`src/rtl/tile_pkg.sv`:
```
package tile_pkg;
    typedef enum logic [1:0] {
        SHADE_BLANK = 2'd0,
        SHADE_INK   = 2'd1,
        SHADE_PAPER = 2'd2
    } shade_e;
endpackage

```
`src/rtl/tile_addr.sv`:
```
module tile_addr #(
    parameter int CNT_W      = 10,
    parameter int TILE_SHIFT = 4,
    parameter int COL_W      = 6,
    parameter int ROW_W      = 5
) (
    input  logic [CNT_W-1:0] hcount,
    input  logic [CNT_W-1:0] vcount,
    output logic [COL_W-1:0] col,
    output logic [ROW_W-1:0] row
);
    // tile coordinate = pixel coordinate with the in-tile bits dropped
    assign col = hcount[TILE_SHIFT +: COL_W];
    assign row = vcount[TILE_SHIFT +: ROW_W];
endmodule

```
`src/rtl/tile_align.sv`:
```
module tile_align #(
    parameter int COL_W = 6
) (
    input  logic             clk,
    input  logic             rst,
    input  logic             act_in,
    input  logic [COL_W-1:0] col_in,
    output logic             act_q,
    output logic [COL_W-1:0] col_q
);
    // one-stage delay matching the framebuffer's registered read
    always_ff @(posedge clk) begin
        if (rst) begin
            act_q <= 1'b0;
            col_q <= '0;
        end else begin
            act_q <= act_in;
            col_q <= col_in;
        end
    end
endmodule

```
`src/rtl/tile_shade.sv`:
```
module tile_shade #(
    parameter int COLS  = 40,
    parameter int COL_W = 6
) (
    input  logic             clk,
    input  logic             rst,
    input  logic             act_q,
    input  logic [COL_W-1:0] col_q,
    input  logic [COLS-1:0]  row_word,
    output logic [2:0]       red,
    output logic [2:0]       green,
    output logic [1:0]       blue
);
    import tile_pkg::*;

    shade_e          shade_q;
    shade_e          shade_d;
    logic [COLS-1:0] shifted;
    logic            tile_bit;

    always_comb begin
        shifted  = row_word >> col_q;
        tile_bit = (int'(col_q) < COLS) ? shifted[0] : 1'b0;
    end

    always_comb begin
        if (!act_q)
            shade_d = SHADE_BLANK;
        else if (tile_bit)
            shade_d = SHADE_INK;
        else
            shade_d = SHADE_PAPER;
    end

    always_ff @(posedge clk) begin
        if (rst)
            shade_q <= SHADE_BLANK;
        else
            shade_q <= shade_d;
    end

    always_comb begin
        unique case (shade_q)
            SHADE_PAPER: begin
                red   = 3'b111;
                green = 3'b111;
                blue  = 2'b11;
            end
            SHADE_INK, SHADE_BLANK: begin
                red   = 3'b000;
                green = 3'b000;
                blue  = 2'b00;
            end
            default: begin
                red   = 3'b000;
                green = 3'b000;
                blue  = 2'b00;
            end
        endcase
    end
endmodule

```
`src/rtl/tile_renderer.sv`:
```
module tile_renderer #(
    parameter int H_PIX      = 640,
    parameter int V_PIX      = 480,
    parameter int TILE_SHIFT = 4,
    parameter int CNT_W      = 10,
    localparam int COLS      = H_PIX >> TILE_SHIFT,
    localparam int ROWS      = V_PIX >> TILE_SHIFT,
    localparam int COL_W     = $clog2(COLS),
    localparam int ROW_W     = $clog2(ROWS)
) (
    input  logic             clk,
    input  logic             rst,
    input  logic [CNT_W-1:0] hcount,
    input  logic [CNT_W-1:0] vcount,
    input  logic             h_act,
    input  logic             v_act,
    input  logic [COLS-1:0]  row_word,
    output logic [ROW_W-1:0] row_idx,
    output logic [2:0]       red,
    output logic [2:0]       green,
    output logic [1:0]       blue
);
    logic [COL_W-1:0] col_now;
    logic [COL_W-1:0] col_q;
    logic             act_q;

    tile_addr #(
        .CNT_W(CNT_W), .TILE_SHIFT(TILE_SHIFT), .COL_W(COL_W), .ROW_W(ROW_W)
    ) u_addr (
        .hcount(hcount), .vcount(vcount), .col(col_now), .row(row_idx)
    );

    tile_align #(.COL_W(COL_W)) u_align (
        .clk(clk), .rst(rst), .act_in(h_act & v_act), .col_in(col_now),
        .act_q(act_q), .col_q(col_q)
    );

    tile_shade #(.COLS(COLS), .COL_W(COL_W)) u_shade (
        .clk(clk), .rst(rst), .act_q(act_q), .col_q(col_q),
        .row_word(row_word), .red(red), .green(green), .blue(blue)
    );
endmodule

```
`config.mk`:
```
export PLATFORM = sky130hd
export DESIGN_NAME = tile_renderer
export DESIGN_NICKNAME = d
export VERILOG_FILES = /design/src/rtl/tile_pkg.sv /design/src/rtl/tile_addr.sv /design/src/rtl/tile_align.sv /design/src/rtl/tile_shade.sv /design/src/rtl/tile_renderer.sv
export SDC_FILE = /design/constraint.sdc
export NUM_CORES = 1
export LEC_CHECK = 0
export ABC_AREA = 1
export BUFFER_PORTS_ARGS = -buffer_cell sky130_fd_sc_hd__buf_2
export CAP_MARGIN = 20
export CORE_UTILIZATION = 39
export DETAILED_ROUTE_END_ITERATION = 16
export PLACE_DENSITY = 0.81
export SETUP_SLACK_MARGIN = 0.5
export SLEW_MARGIN = 20
export SYNTH_ARGS = -nofsm -noshare
export SYNTH_HDL_FRONTEND = slang
export SYNTH_SLANG_ARGS = --single-unit
```
`constraint.sdc`:
```
create_clock -name clk -period 1.9 [get_ports clk]
set_clock_uncertainty 0.1 [all_clocks]
set_input_delay 0.095 -clock clk [delete_from_list [all_inputs] [get_ports clk]]
set_output_delay 0.095 -clock clk [all_outputs]
set_load 0.01 [all_outputs]
```
==> After elaboration in Yosys (flattened, before gate mapping) <==
Index checks and enable logic that the tools add are counted.
{ "classes": {"n_addsub": 0, "multipliers": 0, "n_div": 0, "order_cmp": 1, "n_eq_ne": 1, "shift": 1, "n_mux": 4, "n_bitwise": 2, "reduce_logical": 1} }
{ "op_table": {"columns": ["cell", "n"], "rows": [
  ["$shr 40x6->1", 1],
  ["$lt 6x6->1 const B", 1],
  ["$mux 2", 2],
  ["$mux 3", 1],
  ["$eq 2x2->1 const B", 1],
  ["$reduce_or 2->1", 1],
  ["$and 1x1->1", 1],
  ["$mux 1", 1],
  ["$not 1->1", 1]
]} }
{ "totals": {"ff_bits": 9, "latchBits": 0, "ram_bits": 0, "romBits": 0, "inputBits": 64, "out_inout_bits": 13, "word_cells": 13, "mem_count": 0} }

==> Logic depth before layout (Yosys ltp) <==
{ "depth": {"word_depth": 3, "ltp_mapped": 11, "depth_no_buf": 11} }

==> Hierarchy <==
Synthesis repeated with hierarchy kept, for this count alone.
{ "unflattened": {"cells_unflattened": 140, "hier_area_um2": 815.8} }
{ "modules_own_cells": {"columns": ["mod", "n_inst", "cells_each", "area_per_inst_um2", "seq_area_each_um2"], "rows": [
  ["tile_shade", 1, 106, 533.0, 40.0],
  ["tile_align", 1, 21, 192.7, 140.1],
  ["tile_addr", 1, 11, 82.6, 0.0],
  ["tile_renderer", 1, 2, 7.5, 0.0]
]} }

==> Worst setup path after synthesis <==
OpenSTA, ideal clock, no wires.
{ "synth_path": {"path_kind": "register -> register", "start": "register u_align.col_q[0]", "end": "register u_shade.shade_q[1]", "setup_time_ns": 0.112, "arrival_ns": 1.077, "path_slack_ns": 0.611, "stages_incl_launch_ff": 11, "n_path_buf": 1, "synth_period_minus_slack_ns": 1.289, "cell_sequence": "dfxtp_1 -> inv_2 -> buf_6 -> nand2_1 -> nand3_1 -> nand3_1 -> nand3_1 -> nand3_1 -> nand3_1 -> nand2_1 -> nor2_1"} }
{ "synth_between": {"elab_chain_len": 3} }
{ "synth_lines": {"columns": ["element", "line", "text"], "rows": [
  ["start, declared", "tile_align.sv:9", "output logic [COL_W-1:0] col_q"],
  ["start signal, assigned", "tile_align.sv:18", "col_q <= col_in;"],
  ["$shr 40x6->1 / $lt 6x6->1 (equally long branches)", "tile_shade.sv:22, tile_shade.sv:23", null],
  ["$mux 1 *", "tile_shade.sv:23", "tile_bit = (int'(col_q) < COLS) ? shifted[0] : 1'b0;"],
  ["$mux 2 *", "tile_shade.sv:29", "else if (tile_bit)"],
  ["end signal, assigned", "tile_shade.sv:37", "shade_q <= SHADE_BLANK;"],
  ["end signal, assigned", "tile_shade.sv:39", "shade_q <= shade_d;"],
  ["end, declared", "tile_shade.sv:16", "shade_e shade_q;"]
]} }
Every way passes the cells marked *; elsewhere a longest branch is shown, timed or not.
A chain may end at the register's enable or synchronous reset.

==> Worst setup path after layout <==
{ "layout_path": {"start": "input port rst", "end": "register u_align.col_q[2]"} }
{ "layout_rtl": {"columns": ["element", "line", "text"], "rows": [
  ["start, declared", "tile_renderer.sv:12", "input logic rst,"]
]} }
No word-level cell between the ends.

==> qor.csv <==
stage,metric,value,unit
worst_setup_path,"Largest stage delay, worst path",0.57,ns
worst_setup_path,"setup slack, reg-to-reg",0.56,ns
worst_setup_path,required arrival time at the worst endpoint,2.00,ns
sta,maximum clock frequency,0.728,GHz
logic_synthesis,synthesis warning total,0,
sta,crit path time final,1.37,ns
floorplan,die boundary height,48.0,µm
sta,"Slew Viols, Final",0,
finish,share of final-layout standard cells stronger than drive strength 1,33.6,%
sta,slew at the pin closest to its max-slew limit,0.204,ns
global_routing,first-pass GRT wire length,3.11,mm
clocking,number of buffers created by CTS,3,
clocking,clk sink count,9,
logic_synthesis,share of the synthesized area in the top cell type,22.3,%
floorplan,die area,2310,µm²
pwr,PwrDens,419,nW/µm²
logic_synthesis,count of different cell masters after synthesis,15,
sta,Fin Setup TNS,0,ns
worst_setup_path,"Cell Chain, Critical Path",dlygate4sd3_1 -> buf_6 -> nor2_2 -> dlygate4sd3_1,
floorplan,Initial Utilization,41.7,%
sta,unrepaired setup endpoints after global routing,yes,
floorplan,site row count,16,
drt,post-DR wirelength/cell,8.60,µm
logic_synthesis,cell taking the most area after synthesis,nand2_1,
logic_synthesis,cell types with the largest area share after synthesis,"nand2_1 (22%), dfxtp_1 (22%), nand3_1 (14%), inv_1 (13%), buf_4 (12%)",
worst_setup_path,library cell appearing most often on the critical path,dlygate4sd3_1,
logic_synthesis,net count after synthesis,217,
placement,post-detailed-placement half-perimeter wirelength,1.48,mm
global_routing,gr ovfl total,0,
finish,Area Growth Syn to Fin,57.6,%
logic_synthesis,synthesized area divided by synthesized cell count,5.40,µm²
global_routing,number of global-route vias before repair,889,
clocking,CTS root buf,clkbuf_4,
hold_path,HP Class,in2out,
floorplan,placeable core area,1980,µm²
pwr,Pwr Total,0.546,mW
logic_synthesis,share of synthesized area occupied by flip-flops and latches,21.8,%
worst_setup_path,Critical Path Slowest Stage Cell,dlygate4sd3_1,
logic_synthesis,gate count of the mapped netlist,153,
drt,Detailed Routing Iterations Pass 1,4,
status,run status,"finished, final reports clean",
placement,Final Wtd Congestion,0.727,
worst_setup_path,"Data arrival, critical path",1.47,ns
sta,period utilization,72.3,%
pwr,LEAKAGE,0.791,nW
sta,worst slack on hold paths,0.0900,ns
worst_setup_path,Critical Path Sink Type,flop,
clocking,Skew-Pair Late Insertion Delay,0.26,ns
global_routing,initial antenna violation count,0,
sta,final-report hold violation count,0,
pwr,IR Drop Worst-Case VDD,0.000334,V
global_routing,overall global routing resource usage,19.0,%
drt,vias per inst,4.32,
floorplan,I/O pin cnt,77,
placement,count of buffers inserted at the top-level ports,57,
finish,final antenna diode count,0,
worst_setup_path,maximum fanout encountered on the critical timing path,8,
logic_synthesis,register bit total from synthesis,9,
drt,number of violations reported at the end of detailed-routing iteration 0,19,
clocking,Max clock buf depth,2,
worst_setup_path,startpoint type of the worst setup path,input port,
clocking,"CTS clk-pin slew, worst paths",0.06,ns
drt,DRC Markers,0,
sta,Rel. slew slack,86.4,%
global_routing,maximum number of pins on one net before global-route repair,19,
drt,Final ANT Viol Nets,0,
logic_synthesis,combined area of all synthesized cells,826,µm²
sta,setup-violating endpoint count in the final report,0,
drt,routed vias,1054,
clocking,TritonCTS clock tree,done,
worst_setup_path,type of the worst setup path,in2reg,
job,reported max-cap violation count,0,
finish,NumNets Final,282,
floorplan,Die X,48.0,µm
clocking,CTS HTree Levels,1,
drt,Routed Wire Length,2.10,mm
synth_stat cells:
library cell,number
o221ai_1,2
inv_1,28
nor3_1,1
clkbuf_1,1
buf_6,1
buf_2,2
dfxtp_1,9
clkinv_1,1
buf_4,13
o21ai_0,4
inv_2,1
nand3_1,23
nor2_1,17
nand2_1,49
a21oi_1,1
stage by stage:
| stage | utilization [%] | cells | cell area (µm²) | setup slack (ns) |
|---|---|---|---|---|
| floorplan | - | 153 | 826 | 0.611 |
| finish | 65.7 | 244 | 1300 | 0.526 |
| CTS | 62.0 | 242 | 1230 | 0.518 |
| detailed placement | 52.7 | 223 | 1040 | 0.414 |
| global route | 65.7 | 244 | 1300 | 0.429 |
| global placement | 52.7 | 223 | 1040 | 0.422 |
final timing paths:
| path | endpoint | cells past startpoint | startpoint |
|---|---|---|---|
| worst min-delay path | row_idx[4] | 0 | vcount[8] |
| worst min register to register | u_shade.shade_q[0]$_SDFF_PP0_ | 2 | u_align.act_q$_SDFF_PP0_ |
| worst max register to register | u_shade.shade_q[1]$_SDFF_PP0_ | 10 | u_align.col_q[0]$_SDFF_PP0_ |
| worst max-delay path | u_align.col_q[2]$_SDFF_PP0_ | 4 | rst |
layout by cell type, fill, tap and decap left out:
master and instances:
clkinv_2 1, buf_2 56, clkbuf_1 1, clkbuf_16 1
nand2_1 49, dfxtp_4 1, dlygate4sd3_1 15, inv_6 1
a21oi_1 1, buf_8 1, nor2_2 2, nand3_2 3
inv_1 28, nor3_1 1, nor2_1 15, o21ai_0 4
dfxtp_1 8, buf_6 2, buf_4 2, clkbuf_4 3
nand3_1 20, o221ai_1 2
power breakdown:
part | switching, mW | internal (mW) | total [mW]
clock | 0.0645 | 0.0808 | 0.145
combinational | 0.0856 | 0.109 | 0.194
sequential | 0.00936 | 0.197 | 0.206
total | 0.159 | 0.386 | 0.546
layer usage:
layer  up-vias  GRT usage (%)  wire length (µm)
li1        576              -                 -
met1       447           18.1               792
met2        25           39.5              1210
met3         6           1.13                78
met4         0           10.0                16
met5         -              0                 0
flip-flops by register name (all words and copies together) (netlist names):
name / cells
u_align.col_q: 6
u_shade.shade_q: 2
u_align.act_q: 1
critical path, delay by kind of cell:
family,cells,cell delay (ns)
simple gates,1,0.10
buf+inv,3,1.28
cell type report:
type                            count  area (µm²)
Clock buffer                        4        26.3
Fill cell                         199         681
Inverter                           30         119
Multi-Input combinational cell     97         430
Sequential cell                     9         184
Tap cell                           27        33.8
Timing Repair Buffer               77         508
kinds of logic (layout without fill, tap and decap cells):
kind of cell           count (synthesis)  count (layout)  share of synthesized area, %
AND/OR/NAND/NOR                       90              90                          44.5
AO/OA/AOI/OAI                          7               7                          5.15
flip-flops                             9               9                          21.8
buffers and inverters                 47             111                          28.5
repair_timing:
| action | 4_1_cts | 5_1_grt |
|---|---|---|
| hold buffers | 15 | 0 |
| endpoints found under the setup margin | 2 | 16 |
| gates resized for setup | 4 | 12 |
| endpoints found under the hold margin | 7 | 0 |
| buffers inserted | 0 | 1 |
| gates cloned | 0 | 1 |
| pin swaps | 0 | 0 |
Power figures use the tool's default switching activity.
